### src/rtl/jkms_pkg.sv
package jkms_pkg;

    typedef enum logic [1:0] {
        CH_IDLE   = 2'd0,
        CH_ARMED  = 2'd1,
        CH_FORCED = 2'd2
    } ch_state_e;

    // Next stored value from the JK code and the present output.
    function automatic logic jk_next(input logic j, input logic k, input logic cur);
        logic r;
        unique case ({j, k})
            2'b00:   r = cur;
            2'b10:   r = 1'b1;
            2'b01:   r = 1'b0;
            default: r = ~cur;
        endcase
        return r;
    endfunction

endpackage

### src/rtl/jkms_sync.sv
module jkms_sync #(
    parameter int STAGES = 2
) (
    input  logic clk,
    input  logic rst,
    input  logic d,
    output logic q
);
    logic [STAGES-1:0] sr_q;

    generate
        if (STAGES == 1) begin : g_one
            always_ff @(posedge clk) begin
                if (rst) sr_q <= '0;
                else     sr_q <= d;
            end
        end else begin : g_many
            always_ff @(posedge clk) begin
                if (rst) sr_q <= '0;
                else     sr_q <= {sr_q[STAGES-2:0], d};
            end
        end
    endgenerate

    assign q = sr_q[STAGES-1];
endmodule

### src/rtl/jkms_channel.sv
module jkms_channel
    import jkms_pkg::*;
(
    input  logic clk,
    input  logic rst,
    input  logic lvl,
    input  logic j,
    input  logic k,
    input  logic set_n,
    input  logic rst_n,
    input  logic flag_clr,
    output logic q,
    output logic qn,
    output logic flag
);
    ch_state_e state_q, state_d;
    logic      master_q, master_d;
    logic      slave_q, slave_d;
    logic      j_prev_q, k_prev_q;
    logic      flag_q;
    logic      ovr_any;

    assign ovr_any = ~set_n | ~rst_n;

    // State register
    always_ff @(posedge clk) begin
        if (rst) begin
            state_q  <= CH_IDLE;
            master_q <= 1'b0;
            slave_q  <= 1'b0;
        end else begin
            state_q  <= state_d;
            master_q <= master_d;
            slave_q  <= slave_d;
        end
    end

    // Next-state logic
    always_comb begin
        state_d  = state_q;
        master_d = master_q;
        slave_d  = slave_q;
        if (ovr_any) begin
            state_d = CH_FORCED;
            if (!set_n && rst_n) begin
                master_d = 1'b1;
                slave_d  = 1'b1;
            end else if (set_n && !rst_n) begin
                master_d = 1'b0;
                slave_d  = 1'b0;
            end else begin
                slave_d  = master_q;
            end
        end else begin
            unique case (state_q)
                CH_IDLE: begin
                    if (lvl) begin
                        state_d  = CH_ARMED;
                        master_d = jk_next(j, k, slave_q);
                    end
                end
                CH_ARMED: begin
                    if (!lvl) begin
                        state_d = CH_IDLE;
                        slave_d = master_q;
                    end
                end
                CH_FORCED: begin
                    state_d = lvl ? CH_ARMED : CH_IDLE;
                end
                default: state_d = CH_IDLE;
            endcase
        end
    end

    // Outputs
    always_comb begin
        q  = slave_q;
        qn = ~slave_q;
        if (!set_n) begin
            q  = 1'b1;
            qn = ~rst_n;
        end else if (!rst_n) begin
            q  = 1'b0;
            qn = 1'b1;
        end
    end

    // Sticky violation flag
    always_ff @(posedge clk) begin
        if (rst) begin
            j_prev_q <= 1'b0;
            k_prev_q <= 1'b0;
            flag_q   <= 1'b0;
        end else begin
            j_prev_q <= j;
            k_prev_q <= k;
            if (flag_clr)
                flag_q <= 1'b0;
            else if (state_q == CH_ARMED && (j != j_prev_q || k != k_prev_q))
                flag_q <= 1'b1;
        end
    end

    assign flag = flag_q;
endmodule

### src/rtl/jk_ms_pair_top.sv
module jk_ms_pair_top #(
    parameter int NCH         = 2,
    parameter int SYNC_STAGES = 2
) (
    input  logic           sys_clk,
    input  logic           sys_rst,
    input  logic [NCH-1:0] ch_pulse,
    input  logic [NCH-1:0] ch_j,
    input  logic [NCH-1:0] ch_k,
    input  logic [NCH-1:0] ch_set_n,
    input  logic [NCH-1:0] ch_rst_n,
    input  logic [NCH-1:0] ch_flag_clr,
    output logic [NCH-1:0] ch_q,
    output logic [NCH-1:0] ch_qn,
    output logic [NCH-1:0] ch_flag
);
    localparam int CW = NCH;

    logic [CW-1:0] lvl;

    generate
        for (genvar c = 0; c < CW; c++) begin : g_ch
            jkms_sync #(.STAGES(SYNC_STAGES)) u_sync (
                .clk (sys_clk),
                .rst (sys_rst),
                .d   (ch_pulse[c]),
                .q   (lvl[c])
            );
            jkms_channel u_chan (
                .clk      (sys_clk),
                .rst      (sys_rst),
                .lvl      (lvl[c]),
                .j        (ch_j[c]),
                .k        (ch_k[c]),
                .set_n    (ch_set_n[c]),
                .rst_n    (ch_rst_n[c]),
                .flag_clr (ch_flag_clr[c]),
                .q        (ch_q[c]),
                .qn       (ch_qn[c]),
                .flag     (ch_flag[c])
            );
        end
    endgenerate
endmodule

### config.mk
export PLATFORM = sky130hd
export DESIGN_NAME = jk_ms_pair_top
export DESIGN_NICKNAME = d
export VERILOG_FILES = /design/src/rtl/jkms_pkg.sv /design/src/rtl/jkms_sync.sv /design/src/rtl/jkms_channel.sv /design/src/rtl/jk_ms_pair_top.sv
export SDC_FILE = /design/constraint.sdc
export NUM_CORES = 1
export LEC_CHECK = 0
export BUFFER_PORTS_ARGS = -buffer_cell sky130_fd_sc_hd__buf_2
export CAP_MARGIN = 10
export CORE_MARGIN = 2
export CORE_UTILIZATION = 35
export CTS_CLUSTER_SIZE = 16
export DETAILED_ROUTE_END_ITERATION = 16
export HOLD_SLACK_MARGIN = 0.08
export PLACE_DENSITY = 0.58
export SLEW_MARGIN = 20
export SYNTH_ARGS = -nofsm -noshare
export SYNTH_HDL_FRONTEND = slang
export SYNTH_SLANG_ARGS = --single-unit
### constraint.sdc
create_clock -name sys_clk -period 1.4 [get_ports sys_clk]
set_input_delay 0.28 -clock sys_clk [delete_from_list [all_inputs] [get_ports sys_clk]]
set_output_delay 0.28 -clock sys_clk [all_outputs]
set_load 0.01 [all_outputs]
# Yosys cells after proc, flatten, opt, wreduce, memory -nomap -nowiden
# Index checks and enable logic that the tools add are counted.
[totals] reg_bits=18 in_bits=14 out_inout_bits=6 elab_cells=116
[op_classes] n_eq_ne=22 muxes=36 bitwise_logic=8 n_reduce_logical=34
[ops] op="two-way mux 1 bit" n=26
[ops] op="AND reduction 2 bit" n=8
[ops] op="two-way mux 2 bit" n=6
[ops] op="!= test 3 x 2 -> 1 bit (second input constant)" n=4
[ops] op="case mux 2 bit (3 select lines)" n=2
[ops] op="nonzero test 2 bit" n=6
[ops] op="== test 2 x 1 -> 1 bit (second input constant)" n=4
[ops] op="== test 2 bit (second input constant)" n=4
[ops] op="zero test 2 bit" n=4
[ops] op="!= test 2 bit (second input constant)" n=4
[ops] op="OR reduction 2 bit" n=4
[ops] op="logical AND 1 bit" n=6
[ops] op="inverter 1 bit" n=6
[ops] op="case mux 1 bit (3 select lines)" n=2
[ops] op="zero test 1 bit" n=4
[ops] op="!= test 1 bit" n=4
[ops] op="!= test 2 x 1 -> 1 bit (second input constant)" n=2
[ops] op="logical OR 1 bit" n=2
[ops] op="OR 1 bit" n=2

# Logic depth before layout (Yosys ltp)
[logic_depth] word_depth=5 ltp_mapped=3 ltp_nobuf=3

# By module
# A second synthesis with hierarchy kept.
[unflattened] cells_unflattened=72 area_unflattened_um2=715.7
[modules_own_cells] mod="jkms_channel" instances=2 cells_per_inst=32 area_each_um2=305.3 seq_area_each_um2=140.1
[modules_own_cells] mod="jkms_sync" instances=2 cells_per_inst=4 area_each_um2=52.6 seq_area_each_um2=40.0

# Least setup slack after synthesis
# OpenSTA, ideal clock, no wires.
[synth_timing] path_type="register to register" start="register g_ch[0].u_chan.state_q[0]" end="register g_ch[0].u_chan.slave_q" setup_ps=66 arrival_time_ps=944 required_ps=1334 slack_ps=390 stages_incl_launch_ff=4 path_buffers=0 cell_sequence="dfxtp_1 > nor3b_2 > mux2_4 > a21oi_2"
[synth_between] elab_chain_cells=3
[synth_lines] element="start: declaration" line_no="jkms_channel.sv:16" rtl="ch_state_e state_q, state_d;"
[synth_lines] element="start signal: assignment" line_no="jkms_channel.sv:32" rtl="state_q <= state_d;"
[synth_lines] element="== test 2 x 1 -> 1 bit" line_no="jkms_channel.sv:55" rtl="unique case (state_q)"
[synth_lines] element="nonzero test 2 bit (no source line)"
[synth_lines] element="AND reduction 2 bit (no source line)"
[synth_lines] element="end signal: assignment" line_no="jkms_channel.sv:34" rtl="slave_q <= slave_d;"
[synth_lines] element="end: declaration" line_no="jkms_channel.sv:18" rtl="logic slave_q, slave_d;"
# No other way between the ends.
# A chain may end at the register's enable or synchronous reset.

# Final worst setup path
[layout_timing] start="register g_ch[0].u_chan.slave_q" end="output port ch_q[0]"
[layout_between] elab_chain_cells=2
[layout_lines] element="two-way mux 1 bit" line_no="jkms_channel.sv:83" rtl="end else if (!rst_n) begin"
[layout_lines] element="two-way mux 1 bit" line_no="jkms_channel.sv:80" rtl="if (!set_n) begin"
[layout_lines] element="end: declaration" line_no="jk_ms_pair_top.sv:13" rtl="output logic [NCH-1:0] ch_q,"
# No other way between the ends.

==> results.txt <==
----------------------------------------------------
[Outcome]
  Outcome ... finished, final reports clean

[Routing]
  Post-detailed-route count of antenna-violating nets ... 0
  Iteration count of the initial detailed-routing pass ... 4
  Count of vias placed by the detailed router ... between 500 and 600
  Number of violations reported at the end of detailed-routing iteration 0 ... 2
  Final Routed Wirelength ... 1150 um
  Avg WL per Cell ... 9.53 um
  Vias per inst ... approximately 4.6
  DRC viols ... 0

[GRT]
  Met2 usage ... 0.160
  GRT Util Overall ... 0.106
  Met3 Use GR ... 0.0526
  Number of antenna violations at the first check in global routing ... 0
  Remaining global-route overflow ... 0
  Met1 Resource Use GR ... 0.128
  Busiest grt layer ... met2
  Wire length of the first global-routing pass ... between 2000 and 2500 um
  Pin count of the biggest net entering global routing ... 19
  Number of global-route vias before repair ... 483

[Worst setup path]
  Crit-path cells ... nand2_1 > nand2_1 > buf_2
  Most common cell type on the critical path ... sky130_fd_sc_hd__nand2_1
  Crit path DAT ... between 0.9 and 1 ns
  Number of cells on the worst reg-to-reg path ... 3
  Critical-path maximum fanout ... 4
  Delay of the slowest critical-path stage ... 0.39 ns
  Setup crit end kind ... primary output
  Category of the most critical setup path ... reg -> out
  Critical Path Start ... g_ch[0].u_chan.slave_q
  Required time at the worst-slack endpoint ... around 1.1 ns
  Launch point of the worst reg-to-reg path ... g_ch[0].u_chan.state_q[0]
  CP Launch Type ... flip-flop
  Cell with the biggest individual delay on the critical path ... sky130_fd_sc_hd__dfxtp_1

[Worst hold path]
  Min-Delay Path Class ... in -> reg
  Start point of the worst hold path ... ch_pulse[0]
  Cells on Worst Hold Path ... 2

[STA]
  Number of max-slew violations in the final report ... 0
  Worst-Margin Slew ... about 0.34 ns
  Unrepaired setup endpoints after global routing ... no
  Tmin final ... approximately 1.2 ns
  Sum of negative setup slack ... 0 ns
  Setup Skew ... roughly 0.00072 ns
  Fmax ... between 0.8 and 0.9 GHz
  Remaining max-slew budget at the tightest pin ... 0.768
  Final period utilization ... 0.867
  Number of failing setup endpoints in the final timing report ... 0
  Number of hold violations in the final report ... 0
  Final hold slack ... roughly 0.2 ns

[Clock tree]
  Post-CTS setup repair buffer count ... 0
  Clock latency on the worst-skew pair ... around 0.27 ns
  Cell chosen for the clock root ... sky130_fd_sc_hd__clkbuf_4
  TritonCTS Sinks ... 18
  TritonCTS clock tree ... yes
  Number of clock buffers inserted by TritonCTS ... 3
  Total of cells resized after clock tree synthesis ... 0
  Clock Path Buffers ... 2
  Post-CTS Hold Buffers ... 0
  H-Tree Depth ... 1
  Clock transition at the registers of the reported paths ... roughly 0.090 ns

[Die]
  Floorplan core area ... around 2000 um2
  Number of standard-cell rows in the floorplan ... 16
  DIE HEIGHT ... 50.9 um
  Starting density of the core ... 0.381
  DIE WIDTH ... between 50 and 60 um
  # IOs ... 20
  Full die area ... ~2600 um2

[Synthesis]
  Cell taking the most area after synthesis ... sky130_fd_sc_hd__dfxtp_1
  Sequential fraction of the synthesis area ... 0.468
  Synth warnings ... 0
  Fraction of post-synthesis cell area in the top cell type by area ... 0.468
  Flops & latches, synth ... 18
  Avg Cell Area, Syn ... roughly 9.8 um2
  Largest cells by area after synthesis ... sky130_fd_sc_hd__dfxtp_1, sky130_fd_sc_hd__nor2b_1, sky130_fd_sc_hd__buf_4
  Combined area of all synthesized cells ... just under 800 um2
  Count of different cell masters after synthesis ... 21
  Net count after synthesis ... 93
  Gate count of the mapped netlist ... 79

[Layout]
  Most frequent cells in the layout ... sky130_fd_sc_hd__buf_2, sky130_fd_sc_hd__dfxtp_1, sky130_fd_sc_hd__nand2_1, sky130_fd_sc_hd__nor2b_1, sky130_fd_sc_hd__a21oi_1
  Share of post-route cells with drive strength above 1 ... 0.309
  Leading cell type in the layout, fill and taps excluded ... sky130_fd_sc_hd__buf_2
  Number of inserted diodes ... 0
  Sequential cell area in the final layout ... 360 um2
  Final Core Density ... 0.431
  Final nets ... 110
  Combined area of the multi-input logic cells ... 353 um2
  Layout area overhead ... 13.1%
  Number of filler cells placed in the layout ... 218

[Flow run]
  Max-Cap Viols ... 0

[Pwr]
  Peak supply drop ... approximately 0.00068 V
  Cell leakage power ... 0.352 nW
  Power density normalized to cell area ... 1010 nW/um2

[Placement]
  Final HPWL from detailed placement ... about 910 um
  Final weighted congestion in routability-driven placement ... between 0.7 and 0.8
  Port Buffer Count ... 19

----------------------------------------------------
logic make-up after synthesis:
| group | count (synthesis) | share of synthesized area |
|---|---|---|
| AND/OR/NAND/NOR | 28 | 0.227 |
| AO/OA/AOI/OAI | 18 | 0.146 |
| flip-flops | 18 | 0.468 |
| buffers and inverters | 9 | 0.0747 |
| XOR/XNOR | 4 | 0.0454 |
| multiplexers | 2 | 0.0390 |
critical path, delay by kind of cell (launching register included):
family                 cells  cell delay (ns)
flip-flops                 1             0.39
AND/OR/NAND/NOR            2             0.16
buffers and inverters      1             0.12
cell type report:
type | instances | share of cell area
multi-input cells | 52 | 0.405
flip-flops and latches | 18 | 0.413
clock buffers | 3 | 0.0258
repair buffers | 19 | 0.109
well taps | 27 | 0.0387
inverters | 2 | 0.00861
where the power goes:
| part | leakage [nW] | total, mW | switching [mW] | internal (mW) |
|---|---|---|---|---|
| clock | 0.0138 | 0.230 | 0.131 | 0.0995 |
| sequential | 0.149 | 0.551 | 0.0156 | 0.536 |
| combinational | 0.190 | 0.0970 | 0.0471 | 0.0499 |
flip-flops by register name, summed over array words and instances, names as in the netlist:
signal	count
g_ch.u_chan.flag	2
g_ch.u_chan.k_prev_q	2
g_ch.u_chan.slave_q	2
g_ch.u_chan.master_q	2
g_ch.u_sync.sr_q	4
g_ch.u_chan.j_prev_q	2
g_ch.u_chan.state_q	4
metal layers:
metal  vias to the layer above  routed length (um)
met1                       249                 581
met3                         2                  51
met5                         -                   0
li1                        297                   -
met2                        10                 506
met4                         0                  13
synth_stat cells:
master and n:
sky130_fd_sc_hd__buf_2 1, sky130_fd_sc_hd__inv_1 2, sky130_fd_sc_hd__xnor2_1 4, sky130_fd_sc_hd__nor2_1 2, sky130_fd_sc_hd__nand2_1 8, sky130_fd_sc_hd__nand4b_1 2
sky130_fd_sc_hd__nor3b_1 1, sky130_fd_sc_hd__o2111ai_1 2, sky130_fd_sc_hd__a31oi_1 2, sky130_fd_sc_hd__mux2_4 2, sky130_fd_sc_hd__nand2b_1 2, sky130_fd_sc_hd__o21ai_0 4
sky130_fd_sc_hd__nor2b_1 8, sky130_fd_sc_hd__o21a_1 2, sky130_fd_sc_hd__dfxtp_1 18, sky130_fd_sc_hd__or2_1 1, sky130_fd_sc_hd__or2_0 1, sky130_fd_sc_hd__a21oi_1 6
sky130_fd_sc_hd__a21oi_2 2, sky130_fd_sc_hd__buf_4 6, sky130_fd_sc_hd__nor3b_2 3
stage by stage:
stage	total power [mW]	area, um2	worst slack [ns]	std cells
2_1_floorplan	0.628	771	0.390	79
3_3_place_gp	0.660	850	0.375	118
3_5_place_dp	0.662	850	0.348	118
4_1_cts	0.898	872	0.164	121
5_1_grt	0.936	872	0.0887	121
6_report	0.879	872	0.186	121
path summary, 6_finish.rpt:
check	endpoint	slack, ns
worst max-delay path	ch_q[0]	0.19
worst min-delay path	g_ch[0].u_sync.sr_q[0]	0.21
worst max register to register	g_ch[0].u_chan.slave_q	0.33
worst min register to register	g_ch[1].u_sync.sr_q[1]	0.44
(Power assumes the default switching activity.)
